## src/rtl/pxf_pkg.sv

```systemverilog
package pxf_pkg;
  typedef enum logic [1:0] {
    OM_DUAL   = 2'd0,
    OM_SINGLE = 2'd1,
    OM_PACKED = 2'd2,
    OM_DUAL_B = 2'd3
  } out_mode_e;

  typedef struct packed {
    out_mode_e  mode;
    logic [1:0] width;
    logic       test;
  } fmt_cfg_t;
endpackage

```

## src/rtl/pxf_line_seq.sv

```systemverilog
module pxf_line_seq
  import pxf_pkg::*;
#(
  parameter int NPAIRS = 512,
  parameter int RAMP_W = 8
) (
  input  logic                clk,
  input  logic                rst,
  input  logic                line_start,
  input  fmt_cfg_t            cfg_in,
  output logic                tick,
  output logic                tap_shift,
  output fmt_cfg_t            cfg_q,
  output logic                dv,
  output logic [RAMP_W-2:0]   ramp_pair
);
  localparam int CNT_W = (NPAIRS > 2) ? $clog2(NPAIRS) : 1;
  localparam logic [CNT_W-1:0] LAST = CNT_W'(NPAIRS - 1);

  logic             run, armed;
  logic [CNT_W-1:0] cnt;
  logic [RAMP_W-2:0] rcnt;

  assign tap_shift = run & tick;

  always_ff @(posedge clk) begin
    if (rst) begin
      tick      <= 1'b0;
      run       <= 1'b0;
      armed     <= 1'b0;
      cnt       <= '0;
      rcnt      <= '0;
      dv        <= 1'b0;
      ramp_pair <= '0;
      cfg_q     <= '{mode: OM_DUAL, width: 2'd0, test: 1'b0};
    end else begin
      tick      <= ~tick;
      dv        <= run & tick;
      ramp_pair <= rcnt;
      if (run) begin
        if (tick) begin
          rcnt <= rcnt + 1'b1;
          if (cnt == LAST) begin
            run <= 1'b0;
            cnt <= '0;
          end else begin
            cnt <= cnt + 1'b1;
          end
        end
      end else if (armed) begin
        if (!tick) begin
          run   <= 1'b1;
          armed <= 1'b0;
          cnt   <= '0;
          rcnt  <= '0;
          cfg_q <= cfg_in;
        end
      end else if (line_start) begin
        armed <= 1'b1;
      end
    end
  end

  p_cnt_range_r6: assert property (@(posedge clk) disable iff (rst)
    cnt <= LAST);
  p_line_gap_r7: assert property (@(posedge clk) disable iff (rst)
    $fell(run) |=> !run);
  p_shift_spacing_r11: assert property (@(posedge clk) disable iff (rst)
    tap_shift |=> !tap_shift);
endmodule

```

## src/rtl/pxf_src_sel.sv

```systemverilog
module pxf_src_sel #(
  parameter int PIX_W  = 12,
  parameter int RAMP_W = 8
) (
  input  logic              test,
  input  logic [RAMP_W-2:0] ramp_pair,
  input  logic [PIX_W-1:0]  tap_even,
  input  logic [PIX_W-1:0]  tap_odd,
  output logic [PIX_W-1:0]  even_px,
  output logic [PIX_W-1:0]  odd_px
);
  localparam int PAD_W = PIX_W - RAMP_W;

  logic [PIX_W-1:0] ramp_e, ramp_o;

  generate
    if (PAD_W > 0) begin : g_pad
      assign ramp_e = {ramp_pair, 1'b0, {PAD_W{1'b0}}};
      assign ramp_o = {ramp_pair, 1'b1, {PAD_W{1'b0}}};
    end else begin : g_nopad
      assign ramp_e = {ramp_pair, 1'b0};
      assign ramp_o = {ramp_pair, 1'b1};
    end
  endgenerate

  always_comb begin
    even_px = test ? ramp_e : tap_even;
    odd_px  = test ? ramp_o : tap_odd;
  end
endmodule

```

## src/rtl/pxf_out_fmt.sv

```systemverilog
module pxf_out_fmt
  import pxf_pkg::*;
#(
  parameter int PIX_W    = 12,
  parameter int MID_W    = 10,
  parameter int NARROW_W = 8,
  parameter int PACK_W   = 8,
  parameter int PRI_W    = 16
) (
  input  logic             clk,
  input  logic             rst,
  input  logic             tick,
  input  logic             dv,
  input  fmt_cfg_t         cfg,
  input  logic [PIX_W-1:0] even_px,
  input  logic [PIX_W-1:0] odd_px,
  output logic [PRI_W-1:0] pri_data,
  output logic [PIX_W-1:0] sec_data,
  output logic             line_valid,
  output logic             strobe_en
);
  logic [PIX_W-1:0] hold_o;
  logic             single;

  assign single = (cfg.mode == OM_SINGLE);

  function automatic logic [PIX_W-1:0] narrow(input logic [PIX_W-1:0] x,
                                              input logic [1:0] w);
    if (w == 2'd0)      return x;
    else if (w == 2'd1) return x >> (PIX_W - MID_W);
    else                return x >> (PIX_W - NARROW_W);
  endfunction

  always_ff @(posedge clk) begin
    if (rst) begin
      pri_data   <= '0;
      sec_data   <= '0;
      line_valid <= 1'b0;
      strobe_en  <= 1'b0;
      hold_o     <= '0;
    end else begin
      strobe_en <= single ? 1'b1 : ~tick;
      if (!tick) begin
        if (dv) begin
          line_valid <= 1'b1;
          case (cfg.mode)
            OM_SINGLE: begin
              pri_data <= PRI_W'(narrow(even_px, cfg.width));
              sec_data <= '0;
              hold_o   <= narrow(odd_px, cfg.width);
            end
            OM_PACKED: begin
              pri_data <= PRI_W'({odd_px[PIX_W-1 -: PACK_W], even_px[PIX_W-1 -: PACK_W]});
              sec_data <= '0;
            end
            default: begin
              pri_data <= PRI_W'(narrow(odd_px, cfg.width));
              sec_data <= narrow(even_px, cfg.width);
            end
          endcase
        end else begin
          line_valid <= 1'b0;
          pri_data   <= '0;
          sec_data   <= '0;
        end
      end else if (single && line_valid) begin
        pri_data <= PRI_W'(hold_o);
      end
    end
  end

  p_idle_zero_r10: assert property (@(posedge clk) disable iff (rst)
    !line_valid |-> (pri_data == '0 && sec_data == '0));
  p_single_sec_zero_r3: assert property (@(posedge clk) disable iff (rst)
    (line_valid && single) |-> sec_data == '0);
  p_narrow_upper_r4: assert property (@(posedge clk) disable iff (rst)
    (line_valid && cfg.width[1] && cfg.mode != OM_PACKED)
      |-> ((sec_data >> NARROW_W) == '0 && (pri_data >> NARROW_W) == '0));
endmodule

```

## src/rtl/tap_pixel_formatter.sv

```systemverilog
module tap_pixel_formatter
  import pxf_pkg::*;
#(
  parameter int LINE_PIXELS = 1024,
  parameter int PIX_W       = 12,
  parameter int MID_W       = 10,
  parameter int NARROW_W    = 8,
  parameter int PACK_W      = 8,
  parameter int RAMP_W      = 8,
  parameter int PRI_W       = 2 * PACK_W
) (
  input  logic             clk,
  input  logic             rst,
  input  logic [1:0]       cfg_mode,
  input  logic [1:0]       cfg_width,
  input  logic             cfg_test,
  input  logic             line_start,
  output logic             tap_shift,
  input  logic [PIX_W-1:0] tap_even,
  input  logic [PIX_W-1:0] tap_odd,
  output logic [PRI_W-1:0] pri_data,
  output logic [PIX_W-1:0] sec_data,
  output logic             line_valid,
  output logic             strobe_en
);
  localparam int NPAIRS = LINE_PIXELS / 2;

  fmt_cfg_t          cfg_in, cfg_q;
  logic              tick, dv;
  logic [RAMP_W-2:0] ramp_pair;
  logic [PIX_W-1:0]  even_px, odd_px;

  assign cfg_in = '{mode: out_mode_e'(cfg_mode), width: cfg_width, test: cfg_test};

  pxf_line_seq #(.NPAIRS(NPAIRS), .RAMP_W(RAMP_W)) u_seq (
    .clk(clk), .rst(rst), .line_start(line_start), .cfg_in(cfg_in),
    .tick(tick), .tap_shift(tap_shift), .cfg_q(cfg_q), .dv(dv),
    .ramp_pair(ramp_pair)
  );

  pxf_src_sel #(.PIX_W(PIX_W), .RAMP_W(RAMP_W)) u_src (
    .test(cfg_q.test), .ramp_pair(ramp_pair), .tap_even(tap_even),
    .tap_odd(tap_odd), .even_px(even_px), .odd_px(odd_px)
  );

  pxf_out_fmt #(.PIX_W(PIX_W), .MID_W(MID_W), .NARROW_W(NARROW_W),
                .PACK_W(PACK_W), .PRI_W(PRI_W)) u_fmt (
    .clk(clk), .rst(rst), .tick(tick), .dv(dv), .cfg(cfg_q),
    .even_px(even_px), .odd_px(odd_px), .pri_data(pri_data),
    .sec_data(sec_data), .line_valid(line_valid), .strobe_en(strobe_en)
  );
endmodule

```

## config.mk

```make
export PLATFORM = sky130hd
export DESIGN_NAME = tap_pixel_formatter
export DESIGN_NICKNAME = d
export VERILOG_FILES = /design/src/rtl/pxf_pkg.sv /design/src/rtl/pxf_line_seq.sv /design/src/rtl/pxf_src_sel.sv /design/src/rtl/pxf_out_fmt.sv /design/src/rtl/tap_pixel_formatter.sv
export SDC_FILE = /design/constraint.sdc
export NUM_CORES = 1
export LEC_CHECK = 0
export ABC_AREA = 1
export BUFFER_PORTS_ARGS = -buffer_cell sky130_fd_sc_hd__buf_4
export CAP_MARGIN = 20
export CORE_UTILIZATION = 37
export CTS_BUF_LIST = sky130_fd_sc_hd__clkbuf_4
export DETAILED_ROUTE_END_ITERATION = 12
export PLACE_DENSITY = 0.56
export REMOVE_ABC_BUFFERS = 1
export SLEW_MARGIN = 10
export SYNTH_ARGS = -nofsm -noshare
export SYNTH_HDL_FRONTEND = slang
export SYNTH_SLANG_ARGS = --single-unit
```

## constraint.sdc

```tcl
create_clock -name clk -period 3 [get_ports clk]
set_input_delay 0.6 -clock clk [delete_from_list [all_inputs] [get_ports clk]]
set_output_delay 0.6 -clock clk [all_outputs]
set_load 0.01 [all_outputs]
```

# Word level (Yosys, flattened, before mapping)
# Index checks and enable logic that the tools add are counted.
[totals]
reg_bits = 74
out_inout_bits = 31
inputBits = 32
wordCells = 65
[classes]
mux = 31
addsub = 2
reduce_logical = 7
n_eq_ne = 7
bitwise = 3
[op_table]
columns = ["operator", "count"]
rows = [
  ["12-bit two-way mux", 6],
  ["16-bit two-way mux", 3],
  ["9-bit two-way mux", 5],
  ["16-bit case mux with 2 select lines", 1],
  ["7-bit two-way mux", 4],
  ["10-bit two-way mux", 2],
  ["1-bit two-way mux", 10],
  ["9-bit by 1-bit adder with 9-bit output, second input constant", 1],
  ["9-bit == test, second input constant", 1],
  ["3-bit AND reduction", 3],
  ["7-bit by 1-bit adder with 7-bit output, second input constant", 1],
  ["2-bit by 1-bit == test with 1-bit output, second input constant", 2],
  ["2-bit by 1-bit != test with 1-bit output, second input constant", 2],
  ["2-bit == test, second input constant", 1],
  ["2-bit zero test", 1],
  ["2-bit != test, second input constant", 1],
  ["1-bit NOT", 2],
  ["2-bit nonzero test", 1],
  ["2-bit OR reduction", 1],
  ["1-bit bitwise AND", 1],
  ["1-bit logical AND", 1],
]

# Logic depth before layout (Yosys ltp)
# Gate-level depths: netlist (run 1).
[depth]
ltp_word = 6
ltp_mapped = 13
depth_no_buf = 13

# Modules after synthesis
# From an unflattened synthesis (run 1), not the netlist that was laid out.
[hier_totals]
hier_cells = 570
area_unflattened_um2 = 3926.3
[by_module_without_submodules]
columns = ["mod", "seq_area_each_um2", "area_per_inst_um2", "n_inst", "cells_each"]
rows = [
  ["pxf_out_fmt", 840.8, 2349.8, 1, 343],
  ["pxf_line_seq", 640.6, 1292.5, 1, 169],
  ["pxf_src_sel", 0.0, 284.0, 1, 58],
]

# Worst setup path before layout (run 1)
# Ideal clock, no wire load.
[synth_path]
path_kind = "register to register"
startpoint = "reg u_seq.run"
endpoint = "reg u_seq.rcnt[6]"
path_stages_with_launch = 10
period_less_slack_ns = 1.696
slack_ns = 1.304
t_arrival_ns = 1.578
setup_ns = 0.118
path_buffers = 1
required_ns = 2.882
cell_sequence = "dfxtp_1 > inv_1 > ha_1 > inv_1 > o21ai_1 > buf_4 > nor3_4 > nand3_1 > nor3_1 > nor2_1"
[synth_via]
elab_chain_cells = 2
elab_cells_between_ends = 5
classes_between = "2 x eq/ne; 1 x mux; 2 x reduce/logical"
[synth_lines]
columns = ["item", "line", "text"]
rows = [
  ["from (decl)", "pxf_line_seq.sv:20", "logic run, armed;"],
  ["from (signal assigned)", "pxf_line_seq.sv:29", "run <= 1'b0;"],
  ["from (signal assigned)", "pxf_line_seq.sv:44", "run <= 1'b0;"],
  ["from (signal assigned)", "pxf_line_seq.sv:52", "run <= 1'b1;"],
  ["2-bit by 1-bit != test with 1-bit output (no source line) (tied with other cells)", "n/a", ""],
  ["3-bit AND reduction (no source line)", "n/a", ""],
  ["to (signal assigned)", "pxf_line_seq.sv:42", "rcnt <= rcnt + 1'b1;"],
  ["to (decl)", "pxf_line_seq.sv:22", "logic [RAMP_W-2:0] rcnt;"],
]
# Several ways; a longest one is shown, not always the timed one.
# A chain may end at the register's enable or synchronous reset.

# Worst setup path after layout (run 1)
[layout_path]
startpoint = "reg u_seq.run"
endpoint = "reg u_seq.cnt[4]"
[layout_via]
elab_chain_cells = 2
elab_cells_between_ends = 5
classes_between = "2 x eq/ne; 1 x mux; 2 x reduce/logical"
[layout_lines]
columns = ["item", "line", "text"]
rows = [
  ["2-bit by 1-bit != test with 1-bit output (no source line) (tied with other cells)", "n/a", ""],
  ["3-bit AND reduction (no source line)", "n/a", ""],
  ["to (signal assigned)", "pxf_line_seq.sv:47", "cnt <= cnt + 1'b1;"],
  ["to (decl)", "pxf_line_seq.sv:21", "logic [CNT_W-1:0] cnt;"],
]
# Several ways; a longest one is shown, not always the timed one.

==> metrics.md, run 1 <==
| Metric | Value |
|---|---|
| Vias per cell | `4.93` |
| Worst slew pin tran | `0.852 ns` |
| Peak Freq | `444 MHz` |
| Die area | `10600 um2` |
| Final Hold Fails | `0` |
| Final WL | `10.6 mm` |
| Crit path cell chain | `inv_1, ha_1, inv_1, o21ai_1, inv_1, nor2_1, inv_1, o21ai_0, o21ai_0, inv_1` |
| Htree depth | `3` |
| R2r setup slk | `0.75 ns` |
| Leakage | `2.03 nW` |
| Clk pin slew, worst setup/hold paths | `0.14 ns` |
| CP Depth | `10` |
| CTS buffer count | `9` |
| Clk Latency, worst-skew pair | `0.43 ns` |
| Fin crit share | `75.1%` |
| Antenna violations before repair | `0` |
| Seq pwr share | `44.0%` |
| Avg Inst Size Synth | `6.75 um2` |
| First-pass GRT wire length | `17.1 mm` |
| Fin crit period | `2.25 ns` |
| Core Region | `9820 um2` |
| Root Driver | `clkbuf_4` |
| Area contributors post-synth | `dfxtp_1 (39%), nand2_1 (18%), a21oi_1 (8.8%)` |
| Largest vdd supply drop | `200 uV` |
| Post-Syn Area | `3760 um2` |
| Hold Slack | `0.417 ns` |
| Worst slew margin | `43.0%` |
| Post-CTS setup repair buffer count | `0` |
| FF-to-FF Start | `u_seq.run` |
| Longest Clk Path Bufs | `2` |
| Power Density | `536 nW/um2` |
| Worst min-delay path class | `in -> reg` |
| Die H | `103 um` |
| Die Wd | `103 um` |
| Clock share of power | `34.2%` |
| Initial Util | `38.3%` |
| Clock sink total | `74` |
| Post-synth top cells | `nand2_1 (177), dfxtp_1 (74), a21oi_1 (66)` |
| Hold buffer count at cts | `0` |
| Via count | `3698` |
| Top-count cell post-synth | `nand2_1` |
| Mapped Cells | `557` |
| FP Rows | `36` |
| Nets@finish | `651` |
| Sequential area share after synthesis | `39.4%` |
| First-pass DRT Iterations | `4` |
| Ys Warns | `0` |
| Internal power | `1.64 mW` |
| CTS resizes | `0` |
| Total gr overflow | `0` |
| WL per Instance | `14.1 um` |
| Antenna-violating nets left | `0` |
| Yosys top cell by area | `dfxtp_1` |
| Top-Level Pins | `63` |
| Top FF cell, synth | `dfxtp_1` |
| Synth-to-layout area growth | `18.7%` |
| Placed Area | `4270 um2` |
| Port-buffer cells | `62` |
| Status | `completed` |
| CP Buf/Inv Count | `5` |
| Crit path DAT | `2.64 ns` |
| Sw Share | `31.6%` |
| RSZ-0062 raised after global routing | `no` |
| Post-detail-place hpwl | `7.57 mm` |
| Worst R2R End | `u_seq.cnt[4]` |
| CP peak stage delay | `0.49 ns` |
| Iter 0 DRT Violations | `162` |
| Diodes inserted | `0` |
| Synth cell types | `28` |
| Slowest cell on crit path | `dfxtp_1` |
| Comb power frac | `21.8%` |
| WS Path Type | `reg -> reg` |
| Worst reg2reg path depth | `10` |
| CP endpoint kind | `register` |
| Crit path required time | `3.39 ns` |
| Global Route Usage Sum | `21.3%` |
| CTS tree | `built` |
| Remaining DRCs | `0` |
| CP delay by family, top | `buffers and inverters` |
| Largest net degree at the start of global routing | `33` |
| Maximum fanout along the worst path | `8` |
| Worst Setup EP | `u_seq.cnt[4]` |
| Total negative slack | `0 ns` |
| Synth top area share | `39.4%` |
| Max-capacitance violation count | `0` |
| Seq cells post-synth | `74` |
| CP startpoint | `u_seq.run` |
| Placer congestion estimate | `0.823` |
| Number of global-route vias before repair | `3505` |
| Setup crit start kind | `register` |
| Final setup fails | `0` |
| Psw | `0.756 mW` |
| Max Slew Vio Count | `0` |
| Synth async-reset ratio | `0%` |
| Final clock skew | `0.0172 ns` |
| Final instance area | `4460 um2` |
| Most frequent CP cell | `inv_1` |
| Share of layout cells above drive strength 1 | `16.9%` |
| Number of synthesized flops with an enable pin | `0` |
-- power groups by stage --
stage	Sequential (mW)	Clock, mW	Combinational, mW
after global routing	1.06	0.884	0.585
after CTS	1.05	0.834	0.521
after floorplan	1.09	0	0.308
after global placement	1.07	0	0.516
final	1.05	0.818	0.522
after detailed placement	1.07	0	0.518
-- metal layers --
metal	vias to the layer above	wire length (um)	track usage (%)
met5	-	0	0
met4	0	184	7.69
met3	14	533	3.32
met2	99	4800	35.5
met1	1668	5060	27.9
li1	1917	-	-
-- cells by family (layout without fill, tap and decap cells) --
| logic type | count (synthesis) | in the layout | synth area share (%) |
|---|---|---|---|
| adders and majority gates | 7 | 7 | 2.33 |
| buffers and inverters | 75 | 135 | 9.74 |
| DFF | 74 | 74 | 39.4 |
| AOI/OAI and AO/OA | 120 | 120 | 16.8 |
| and+or+nand+nor | 281 | 281 | 31.7 |
-- worst min path at each step --
| stage | start | end | slack (ns) | cells past startpoint |
|---|---|---|---|---|
| 6_report | line_start | u_seq.armed | 0.42 | 3 |
| 5_1_grt | line_start | u_seq.armed | 0.39 | 3 |
| 4_1_cts | line_start | u_seq.armed | 0.39 | 3 |
| 3_5_place_dp | u_seq.rcnt[6] | u_seq.ramp_pair[6] | 0.46 | 2 |
| 3_3_place_gp | u_seq.rcnt[6] | u_seq.ramp_pair[6] | 0.45 | 2 |
| 2_1_floorplan | u_seq.rcnt[6] | u_seq.ramp_pair[6] | 0.43 | 2 |
-- metrics by stage --
step | util [%] | total power, mW | instances | setup WS, ns
2_1_floorplan | - | 1.40 | 531 | 0.631
3_3_place_gp | 43.5 | 1.59 | 734 | 0.904
3_5_place_dp | 43.5 | 1.59 | 734 | 0.839
4_1_cts | 45.5 | 2.41 | 750 | 0.796
5_1_grt | 45.5 | 2.53 | 750 | 0.547
6_report | 45.5 | 2.39 | 750 | 0.747
-- worst min-delay path: stages --
cell and delay, ns:
buf_4 0.11, nand2_1 0.05, a21oi_1 0.06
-- flip-flops by register name (all words and copies together), names as in the netlist --
signal,flops
u_seq.ramp_pair,7
u_fmt.line_valid,1
u_seq.dv,1
u_seq.run,1
u_seq.rcnt,7
u_fmt.hold_o,12
u_fmt.sec_data,12
u_seq.armed,1
u_seq.tick,1
u_seq.cnt,9
u_fmt.pri_data,16
u_fmt.strobe_en,1
u_seq.cfg_q,5
-- placed cells by master, fill, tap and decap left out, types with 2 or more instances in the layout --
| cell type | n |
|---|---|
| nand3_2 | 7 |
| nor2_1 | 53 |
| nand4_1 | 4 |
| clkbuf_4 | 10 |
| buf_4 | 70 |
| o211ai_1 | 7 |
| nand3_1 | 29 |
| dfxtp_1 | 74 |
| clkinv_4 | 2 |
| o21ai_0 | 41 |
| inv_2 | 4 |
| ha_1 | 7 |
| a21oi_1 | 66 |
| o21ai_1 | 2 |
| nand2_1 | 177 |
| inv_1 | 44 |
| nor3_1 | 6 |
| bufinv_16 | 3 |
-- layout make-up --
| type | instances | area (um2) |
|---|---|---|
| multi-input combinational | 408 | 1910 |
| inverter | 49 | 186 |
| fill | 1082 | 5360 |
| timing repair buffer | 70 | 526 |
| clock buffer | 10 | 75.1 |
| clock inverter | 6 | 115 |
| tap | 133 | 166 |
| sequential | 74 | 1480 |
(Power assumes the default switching activity.)
==> run 2: changes to the inputs <==
--- a/config.mk
+++ b/config.mk
@@ -5,13 +5,13 @@
 export SDC_FILE = /design/constraint.sdc
 export NUM_CORES = 1
 export LEC_CHECK = 0
-export ABC_AREA = 1
+export ABC_AREA = 0
 export BUFFER_PORTS_ARGS = -buffer_cell sky130_fd_sc_hd__buf_4
 export CAP_MARGIN = 20
 export CORE_UTILIZATION = 37
 export CTS_BUF_LIST = sky130_fd_sc_hd__clkbuf_4
 export DETAILED_ROUTE_END_ITERATION = 12
-export PLACE_DENSITY = 0.56
+export PLACE_DENSITY = 0.58
 export REMOVE_ABC_BUFFERS = 1
 export SLEW_MARGIN = 10
 export SYNTH_ARGS = -nofsm -noshare
==> constraint.sdc (replaced) <==
create_clock -name clk -period 2 [get_ports clk]
set_input_delay 0.4 -clock clk [delete_from_list [all_inputs] [get_ports clk]]
set_output_delay 0.4 -clock clk [all_outputs]
set_load 0.01 [all_outputs]
==> metrics.md, run 2 <==
| Metric | Value |
|---|---|
| Final clock skew | `0.0167 ns` |
| Worst slew margin | `70.1%` |
| Post-Syn Area | `3820 um2` |
| DP Worst Slack | `-0.392 ns` |
| Largest net degree at the start of global routing | `30` |
| Via count | `3695` |
| Final setup fails | `2` |
| Comb power frac | `22.3%` |
| Top-Level Pins | `63` |
| Largest register by flop count | `u_fmt.pri_data` |
| Iter 0 DRT Violations | `295` |
| Final setup margin | `-0.0197 ns` |
| Longest Clk Path Bufs | `2` |
| Met2 Usage GRT | `33.7%` |
| Crit path DAT | `2.39 ns` |
| Sequential area share after synthesis | `38.8%` |
| Final Hold Fails | `0` |
| Diodes inserted | `0` |
| Synth top area share | `38.8%` |
| Remaining DRCs | `0` |
| Clk pin slew, worst setup/hold paths | `0.13 ns` |
| Hold Slack | `0.219 ns` |
| Vias per cell | `5.51` |
| WL per Instance | `16.8 um` |
| CTS tree | `built` |
| Die area | `10700 um2` |
| Mapped Cells | `443` |
| Maximum fanout along the worst path | `7` |
| Internal power | `2.22 mW` |
| First-pass GRT wire length | `17.7 mm` |
| Worst slew pin tran | `0.449 ns` |
| Biggest regs | `u_fmt.pri_data: 16 flops, u_fmt.hold_o: 12 flops, u_fmt.sec_data: 12 flops` |
| Placer congestion estimate | `0.898` |
| Initial Util | `38.7%` |
| Antenna violations before repair | `0` |
| Power Density | `665 nW/um2` |
| Ys Warns | `0` |
| Synth cell types | `64` |
| Setup crit start kind | `register` |
| GRT busiest layer | `met2` |
| Post-detail-place hpwl | `8.50 mm` |
| First-pass DRT Iterations | `5` |
| Highest-count cells in the layout ignoring fill and taps | `buf_4 (104), dfxtp_1 (72), nor2_1 (50)` |
| Seq pwr share | `47.8%` |
| Number of global-route vias before repair | `3459` |
| Power Total | `3.25 mW` |
| Top FF cell, synth | `dfxtp_1` |
| Post-synth top cells | `dfxtp_1 (74), nor2_1 (51), nand2_1 (45)` |
| RSZ-0062 raised after global routing | `yes` |
| Peak Freq | `495 MHz` |
| Fin crit share | `101%` |
| Fin crit period | `2.02 ns` |
| Max-capacitance violation count | `0` |
| Crit path required time | `2.37 ns` |
| Avg Inst Size Synth | `8.61 um2` |
| Yosys top cell by area | `dfxtp_1` |
| Largest vdd supply drop | `381 uV` |
| CP endpoint kind | `register` |
| Met3 Usage GRT | `4.72%` |
| Status | `finished, violations left` |
| Max FFs per register | `16` |
| Clock sink total | `74` |
| Total negative slack | `-0.0270 ns` |
| Area contributors post-synth | `dfxtp_1 (39%), nor2_1 (5.0%), mux2i_1 (4.5%)` |
| Antenna-violating nets left | `0` |
| WS Path Type | `reg -> reg` |
| Sw Share | `31.5%` |
| Nets@finish | `572` |
| Synth async-reset ratio | `0%` |
| Max Slew Vio Count | `0` |
| Root Driver | `clkbuf_4` |
| Die H | `104 um` |
| Die Wd | `104 um` |
| Psw | `1.02 mW` |
| Clk Latency, worst-skew pair | `0.44 ns` |
| Core Region | `9860 um2` |
| GR Layer Usage met1 | `27.6%` |
| Port-buffer cells | `62` |
| Commonest non-fill, non-tap cell in the layout | `buf_4` |
| Clock share of power | `29.9%` |
| Total gr overflow | `0` |
| Share of layout cells above drive strength 1 | `29.9%` |
| Violated checks | `setup timing` |
| Number of synthesized flops with an enable pin | `0` |
| Worst min-delay path class | `in -> reg` |
| CTS buffer count | `9` |
| Hold buffer count at cts | `0` |
| Top-count cell post-synth | `dfxtp_1` |
| Leakage | `1.95 nW` |
| Synth-to-layout area growth | `27.9%` |
| FP Rows | `36` |
| Final WL | `11.3 mm` |
| Seq cells post-synth | `74` |
| Htree depth | `3` |
| Global Route Usage Sum | `21.0%` |
-- run 2: cell count changes after synthesis, sizes merged, moves of 8 or more --
cell    change
mux2       +16
mux2i      +17
a211oi      +9
a21oi      -40
nand2     -133
a22oi       +8
o21ai      -17
inv        -38
nor2b      +12
nand3      -25
-- run 2: logic make-up after synthesis --
| kind of cell | count (synthesis) | share of synthesized area [%] |
|---|---|---|
| buffers and inverters | 40 | 5.18 |
| adder cells (fa/ha/maj) | 7 | 2.29 |
| multiplexers | 33 | 9.48 |
| XOR/XNOR | 5 | 1.15 |
| AO/OA/AOI/OAI | 128 | 23.9 |
| AND/OR/NAND/NOR | 156 | 19.2 |
| flip-flops | 74 | 38.8 |
-- run 2: through the flow --
stage                     utilization, %  cells  cell area [um2]
after floorplan                        -    414             3660
after global placement              47.2    654             4650
after detailed placement            47.2    654             4650
after CTS                           49.2    671             4860
after global routing                49.5    671             4880
final                               49.5    671             4880
-- run 2: critical path: stages, from the launching register on --
cell and delay, ns:
dfxtp_2 0.36, ha_4 0.16, and3_4 0.14, and3_4 0.14, and3_4 0.15, ha_4 0.15, or3b_4 0.44, nor2_4 0.21
nand2_1 0.08, o21ai_1 0.14
-- run 2: worst paths after layout --
| path | from | end | slack, ns | cells past startpoint |
|---|---|---|---|---|
| hold / removal | rst | u_fmt.sec_data[8] | 0.22 | 2 |
| hold reg to reg | u_fmt.hold_o[9] | u_fmt.hold_o[9] | 0.47 | 2 |
| setup reg to reg | u_seq.cnt[1] | u_seq.cnt[6] | -0.02 | 9 |
| setup / recovery | u_seq.cnt[1] | u_seq.cnt[6] | -0.02 | 9 |
-- run 2: layout make-up --
class	instances	area, um2
Timing Repair Buffer	108	843
Clock buffer	9	67.6
Fill cell	966	4980
Sequential cell	74	1480
Multi-Input combinational cell	329	2200
Inverter	11	41.3
Clock inverter	7	77.6
Tap cell	133	166
-- run 2: timing repair --
action | 4_1_cts | 5_1_grt
gates resized for setup | 18 | 8
setup buffers | 1 | 0
pin swaps | 8 | 7
endpoints found under the setup margin | 8 | 9
endpoints found under the hold margin | 0 | 0
-- run 2: power by group through the flow --
stage | sequential (mW) | combinational (mW) | clock, mW
2_1_floorplan | 1.61 | 0.348 | 0
3_3_place_gp | 1.58 | 0.699 | 0
3_5_place_dp | 1.58 | 0.699 | 0
4_1_cts | 1.55 | 0.710 | 1.01
5_1_grt | 1.56 | 0.777 | 1.07
6_report | 1.55 | 0.722 | 0.971
-- run 2: metal layers --
layer  part of all wire, %  vias to the layer above
met2                    47                      118
met4                   2.1                        0
li1                      -                     1803
met5                     0                        -
met1                    45                     1753
met3                   5.4                       21
